File: config.mk
export PLATFORM = sky130hd
export DESIGN_NAME = slp_top
export DESIGN_NICKNAME = d
export VERILOG_FILES = /design/src/rtl/slp_pkg.sv /design/src/rtl/slp_sync.sv /design/src/rtl/slp_ctrl.sv /design/src/rtl/slp_dpath.sv /design/src/rtl/slp_top.sv
export SDC_FILE = /design/constraint.sdc
export NUM_CORES = 1
export LEC_CHECK = 0
export CAP_MARGIN = 15
export CORE_MARGIN = 2
export CORE_UTILIZATION = 45
export CTS_CLUSTER_DIAMETER = 80
export DETAILED_ROUTE_END_ITERATION = 8
export GPL_TIMING_DRIVEN = 0
export HOLD_SLACK_MARGIN = 0.03
export PLACE_DENSITY_LB_ADDON = 0.08
export SKIP_LAST_GASP = 1
export SLEW_MARGIN = 20
export SYNTH_ARGS = -nofsm -noshare
export SYNTH_HDL_FRONTEND = slang
export SYNTH_SLANG_ARGS = --single-unit
File: constraint.sdc
create_clock -name clk -period 2.5 [get_ports clk]
set_input_delay 0.375 -clock clk [delete_from_list [all_inputs] [get_ports clk]]
set_output_delay 0.375 -clock clk [all_outputs]
set_load 0.03 [all_outputs]
File: src/rtl/slp_pkg.sv
package slp_pkg;
  localparam int SEL_W = 2;
  localparam int NUM_LATCH = 1 << SEL_W;

  typedef enum logic [SEL_W-1:0] {
    SEL_REF  = 2'b00,
    SEL_N    = 2'b01,
    SEL_FUNC = 2'b10,
    SEL_INIT = 2'b11
  } latchSel_e;

  typedef struct packed {
    logic shiftEn;
    logic shiftBit;
    logic loadEn;
  } strobe_t;
endpackage

File: src/rtl/slp_sync.sv
module slp_sync #(
  parameter int WIDTH  = 3,
  parameter int STAGES = 2
) (
  input  logic             clk,
  input  logic             rstN,
  input  logic [WIDTH-1:0] asyncIn,
  output logic [WIDTH-1:0] syncOut
);
  logic [STAGES-1:0][WIDTH-1:0] chain;

  always_ff @(posedge clk or negedge rstN) begin
    if (!rstN) chain <= '0;
    else       chain <= {chain[STAGES-2:0], asyncIn};
  end

  assign syncOut = chain[STAGES-1];
endmodule

File: src/rtl/slp_ctrl.sv
module slp_ctrl
  import slp_pkg::*;
#(
  parameter int SYNC_STAGES = 2
) (
  input  logic    clk,
  input  logic    rstN,
  input  logic    serClk,
  input  logic    serData,
  input  logic    serLoad,
  output strobe_t strb
);
  localparam int PIN_W = 3;

  logic [PIN_W-1:0] pinSync;
  logic             clkPrev;
  logic             loadPrev;

  slp_sync #(.WIDTH(PIN_W), .STAGES(SYNC_STAGES)) u_sync (
    .clk    (clk),
    .rstN   (rstN),
    .asyncIn({serLoad, serData, serClk}),
    .syncOut(pinSync)
  );

  always_ff @(posedge clk or negedge rstN) begin
    if (!rstN) begin
      clkPrev  <= 1'b0;
      loadPrev <= 1'b0;
      strb     <= '0;
    end else begin
      clkPrev       <= pinSync[0];
      loadPrev      <= pinSync[2];
      strb.shiftEn  <= pinSync[0] & ~clkPrev;
      strb.shiftBit <= pinSync[1];
      strb.loadEn   <= pinSync[2] & ~loadPrev;
    end
  end
endmodule

File: src/rtl/slp_dpath.sv
module slp_dpath
  import slp_pkg::*;
#(
  parameter int WORD_W = 24,
  localparam int PAY_W = WORD_W - SEL_W
) (
  input  logic                           clk,
  input  logic                           rstN,
  input  strobe_t                        strb,
  output logic [WORD_W-1:0]              shiftWord,
  output logic [NUM_LATCH-1:0][PAY_W-1:0] latches
);
  always_ff @(posedge clk or negedge rstN) begin
    if (!rstN)             shiftWord <= '0;
    else if (strb.shiftEn) shiftWord <= {shiftWord[WORD_W-2:0], strb.shiftBit};
  end

  for (genvar g = 0; g < NUM_LATCH; g++) begin : g_latch
    logic [PAY_W-1:0] q;
    always_ff @(posedge clk or negedge rstN) begin
      if (!rstN) q <= '0;
      else if (strb.loadEn && shiftWord[SEL_W-1:0] == SEL_W'(g))
        q <= shiftWord[WORD_W-1:SEL_W];
    end
    assign latches[g] = q;
  end
endmodule

File: src/rtl/slp_top.sv
module slp_top
  import slp_pkg::*;
#(
  parameter int WORD_W      = 24,
  parameter int SYNC_STAGES = 2,
  localparam int PAY_W      = WORD_W - SEL_W
) (
  input  logic             clk,
  input  logic             rstN,
  input  logic             serClk,
  input  logic             serData,
  input  logic             serLoad,
  output logic [PAY_W-1:0] refLatch,
  output logic [PAY_W-1:0] nLatch,
  output logic [PAY_W-1:0] funcLatch,
  output logic [PAY_W-1:0] initLatch
);
  strobe_t                         strb;
  logic [WORD_W-1:0]               shiftWord;
  logic [NUM_LATCH-1:0][PAY_W-1:0] latches;

  slp_ctrl #(.SYNC_STAGES(SYNC_STAGES)) u_ctrl (
    .clk    (clk),
    .rstN   (rstN),
    .serClk (serClk),
    .serData(serData),
    .serLoad(serLoad),
    .strb   (strb)
  );

  slp_dpath #(.WORD_W(WORD_W)) u_dpath (
    .clk      (clk),
    .rstN     (rstN),
    .strb     (strb),
    .shiftWord(shiftWord),
    .latches  (latches)
  );

  assign refLatch  = latches[SEL_REF];
  assign nLatch    = latches[SEL_N];
  assign funcLatch = latches[SEL_FUNC];
  assign initLatch = latches[SEL_INIT];
endmodule

; Yosys cells after proc, flatten, opt, wreduce, memory -nomap -nowiden
; Cells that the tools add are included.
[totals]
regBits = 123
inputBits = 5
output_inout_bits = 88
[classes]
eq_ne = 3
bitwise = 4
reduce_logical = 5
[ops]
columns = op, count
row1 = == test 2 bit (second input constant), 2
row2 = logical AND 1 bit, 4
row3 = bitwise AND 1 bit, 2
row4 = == test 2 x 1 -> 1 bit (second input constant), 1
row5 = logical NOT 2 bit, 1
row6 = NOT 1 bit, 2

; Logic depth before layout (Yosys ltp)
[depth]
depth_word = 2
mapped_depth = 3

; Hierarchy
; A second synthesis with hierarchy kept.
[hier_totals]
hier_cells = 255
hier_area_um2 = 4480.5
[modules_own_cells]
columns = module, instances, cells_per_inst, area_per_inst_um2, seq_area_each_um2
row1 = slp_dpath, 1, 239, 4155.2, 2802.7
row2 = slp_sync, 1, 9, 172.7, 150.1
row3 = slp_ctrl, 1, 7, 152.6, 125.1

; Least setup slack after synthesis
; Ideal clock, no wire load.
[synth_timing]
kind = reg-to-reg
start = register u_dpath.shiftWord[0]
end = register u_dpath.g_latch[0].q[10]
setup_ns = 0.125
t_arrival_ns = 1.218
t_required_ns = 2.375
path_slack_ns = 1.158
stages_incl_launch_ff = 4
n_path_buf = 1
period_less_slack_ns = 1.342
cell_sequence = dfrtp_1 -> nor3b_2 -> buf_4 -> mux2_2
[synth_via]
elab_chain_len = 2
[synth_lines]
columns = item, line_no
row1 = from (decl), slp_dpath.sv:10  ; output logic [WORD_W-1:0] shiftWord,
row2 = from (signal assigned), slp_dpath.sv:15  ; else if (strb.shiftEn) shiftWord <= {shiftWord[WORD_W-2:0], strb.shiftBit};
row3 = logical NOT 2 bit, slp_dpath.sv:22  ; else if (strb.loadEn && shiftWord[SEL_W-1:0] == SEL_W'(g))
row4 = logical AND 1 bit, slp_dpath.sv:22
row5 = to (signal assigned), slp_dpath.sv:23  ; q <= shiftWord[WORD_W-1:SEL_W];
row6 = to (decl), slp_dpath.sv:19  ; logic [PAY_W-1:0] q;
; Every way passes these cells.
; A chain may end at the register's enable or synchronous reset.

; Worst setup path in the final report
[layout_timing]
start = register u_dpath.g_latch[1].q[3]
end = output nLatch[3]
[layout_lines]
columns = item, line_no
row1 = from (decl), slp_dpath.sv:19
row2 = from (signal assigned), slp_dpath.sv:23
row3 = to (decl), slp_top.sv:14  ; output logic [PAY_W-1:0] nLatch,
; No word-level cell between the ends.

==> flow_metrics.env <==
export IMPL_status="completed"
export IMPL_hpwl_um=5310
export IMPL_clkTransAtPathRegs_ps=60
export IMPL_synth_avg_cell_area_um2=17.6
export IMPL_seq_area_um2=3080
export IMPL_hold_path_class="input pin to flop"
export IMPL_grt_overflow_total=0
export IMPL_clockRootBuffer="clkbuf_8"
export IMPL_fin_crit_sh_pct=77.1
export IMPL_layout_commonest_cell="dfrtp_1"
export IMPL_placed_cells=478
export IMPL_syn_inst=252
export IMPL_cap_viol_max_count=0
export IMPL_cts_buffers=17
export IMPL_fin_cells=511
export IMPL_cts_tree="yes"
export IMPL_ys_warn_count=0
export IMPL_grt_max_degree=68
export IMPL_cts_max_level=4
export IMPL_worstPathRequired_ps=2120
export IMPL_min_to="u_ctrl.u_sync.chain[1]$_DFF_PN0_"
export IMPL_crit_chain="clkdlybuf4s50_1"
export IMPL_clock_fmax_ghz=0.519
export IMPL_rsz0062_at_grt="false"
export IMPL_slowest_stage="clkdlybuf4s50_1"
export IMPL_nFillCells=743
export IMPL_drtPass1Iterations=4
export IMPL_worst_skew_pair_late_latency_ps=510
export IMPL_vias=2466
export IMPL_synth_area_leaders="dfrtp_1, mux2_2, buf_2"
export IMPL_worst_r2r_setup_slack_ps=910
export IMPL_ys_types=10
export IMPL_drtIter0Drc=66
export IMPL_end_kind="output port"
export IMPL_drt_total_wl_um=8330
export IMPL_cts_setup_buffers=0
export IMPL_slew_violations=0
export IMPL_critPathArrivalTime_ps=1550
export IMPL_drive_gt1_share_pct=41.3
export IMPL_critPathBufInv=1
export IMPL_dieArea_um2=10700
export IMPL_clock_tree_buffer_depth=2
export IMPL_total_power_mw=7.34
export IMPL_die_w_um=103
export IMPL_portBuffers=92
export IMPL_yosysTopAreaCellShare_pct=69.3
export IMPL_slew_limit_headroom_pct=64.3
export IMPL_grt_usage_pct=17.2
export IMPL_ys_ff_latch=123
export IMPL_nets=370
export IMPL_syn_to_final_growth_pct=39.6
export IMPL_tightest_slew_ps=536
export IMPL_hp_start="serData"
export IMPL_peakVddDrop_mv=0.749
export IMPL_multiInputGateArea_um2=1310
export IMPL_yosysTopAreaCell="dfrtp_1"
export IMPL_powerDensity_nw_per_um2=1180
export IMPL_start_util_pct=45.9
export IMPL_crit_family="buffers and inverters"
export IMPL_place_gp_congestion=0.716
export IMPL_grt_pass1_vias=2561
export IMPL_final_cell_mix="dfrtp_1, mux2_2, clkdlybuf4s50_1"
export IMPL_criticalPathCategory="flop to output port"
export IMPL_fin_crit_ps=1930
export IMPL_detail_route_wl_per_cell_um=16.3
export IMPL_final_core_util_pct=64.0
export IMPL_drtAntennaViolNets=0
export IMPL_die_y_um=103
export IMPL_synth_nets=257
export IMPL_io_pin_count=93
export IMPL_fp_row_count=36
export IMPL_setup_viol=0
export IMPL_n_antenna_cell=0
export IMPL_worstRegToRegCells=3
export IMPL_reg2reg_from="u_dpath.shiftWord[0]$_DFFE_PN0P_"
export IMPL_worstPathMaxFanout=2
export IMPL_hold_viol=0
export IMPL_fin_worst_skew_ps=6.54
export IMPL_p_leak_nw=2.89
export IMPL_synth_area_um2=4440
export IMPL_critPathMaxStageDelay_ps=680
export IMPL_ys_seq_area_share_pct=69.3
export IMPL_r2r_end="u_dpath.g_latch[0].q[4]$_DFFE_PN0P_"
export IMPL_grt_pass1_wl_um=13400
export IMPL_antenna_found_initial=0
export IMPL_coreArea_um2=9680
export IMPL_cp_start_kind="flop"
export IMPL_drc_errors=0
export IMPL_clock_sinks=123
export IMPL_drt_vias_per_instance=4.83
export IMPL_holdPathStages=1
## state kept, by name (all words and copies together), names as in the netlist
register,count
u_dpath.shiftWord,24
u_ctrl.strb,3
u_ctrl.u_sync.chain,3
u_ctrl.clkPrev,1
u_dpath.g_latch.q,88
u_ctrl.u_sync.syncOut,3
u_ctrl.loadPrev,1
## Yosys cell counts
master	number
dfrtp_1	123
mux2_2	111
buf_2	8
buf_4	2
nand3b_1	2
nor2b_1	2
clkbuf_1	1
mux2_1	1
nand3_1	1
nor3b_2	1
## metrics by stage
step	setup slack [ps]	cell area (um2)	hold WS [ps]	TNS, ps
after floorplan	1160	4440	79.4	0
after global placement	-3670	5530	336	-451270
after detailed placement	883	5560	336	0
after CTS	539	6200	284	0
after global routing	491	6200	270	0
final	572	6200	306	0
## metal layers
layer	wire (um)	part of all wire (%)	track usage (%)
met3	471	5.7	7.12
met4	107	1.3	6.68
met2	4040	48	26.2
met1	3720	45	22.0
met5	0	0	0
## what timing repair did
item | 4_1_cts | 5_1_grt
hold buffers | 1 | 0
endpoints found under the hold margin | 56 | 0
resized for setup | 0 | 0
## worst max path at each step
stage	start	endpoint	depth (start not counted)
after floorplan	u_dpath.shiftWord[0]$_DFFE_PN0P_	u_dpath.g_latch[0].q[10]$_DFFE_PN0P_	3
after global placement	rstN	u_dpath.g_latch[0].q[7]$_DFFE_PN0P_	1
after detailed placement	u_dpath.shiftWord[0]$_DFFE_PN0P_	u_dpath.g_latch[0].q[7]$_DFFE_PN0P_	3
after CTS	u_dpath.g_latch[1].q[3]$_DFFE_PN0P_	nLatch[3]	1
after global routing	u_dpath.g_latch[2].q[3]$_DFFE_PN0P_	funcLatch[3]	1
final	u_dpath.g_latch[1].q[3]$_DFFE_PN0P_	nLatch[3]	1
## area by class of cell
type | instances | share of cell area [%]
Tap cell | 133 | 2.68
Clock buffer | 19 | 7.12
Clock inverter | 13 | 3.07
Buffer | 11 | 0.948
Timing Repair Buffer | 94 | 15.5
Multi-Input combinational cell | 118 | 21.1
Sequential cell | 123 | 49.6
## kinds of logic after synthesis
kind of cell,after synthesis,share of synthesized area [%]
buffers and inverters,11,1.32
flip-flops,123,69.3
multiplexers,112,28.4
AND/OR/NAND/NOR,6,1.01
## where the power goes
group          switching (mW)  internal (mW)
clock                   0.871           1.68
sequential              0.343           2.46
combinational            1.04          0.954
total                    2.25           5.09
No activity file was read; power rests on OpenSTA's default activity.
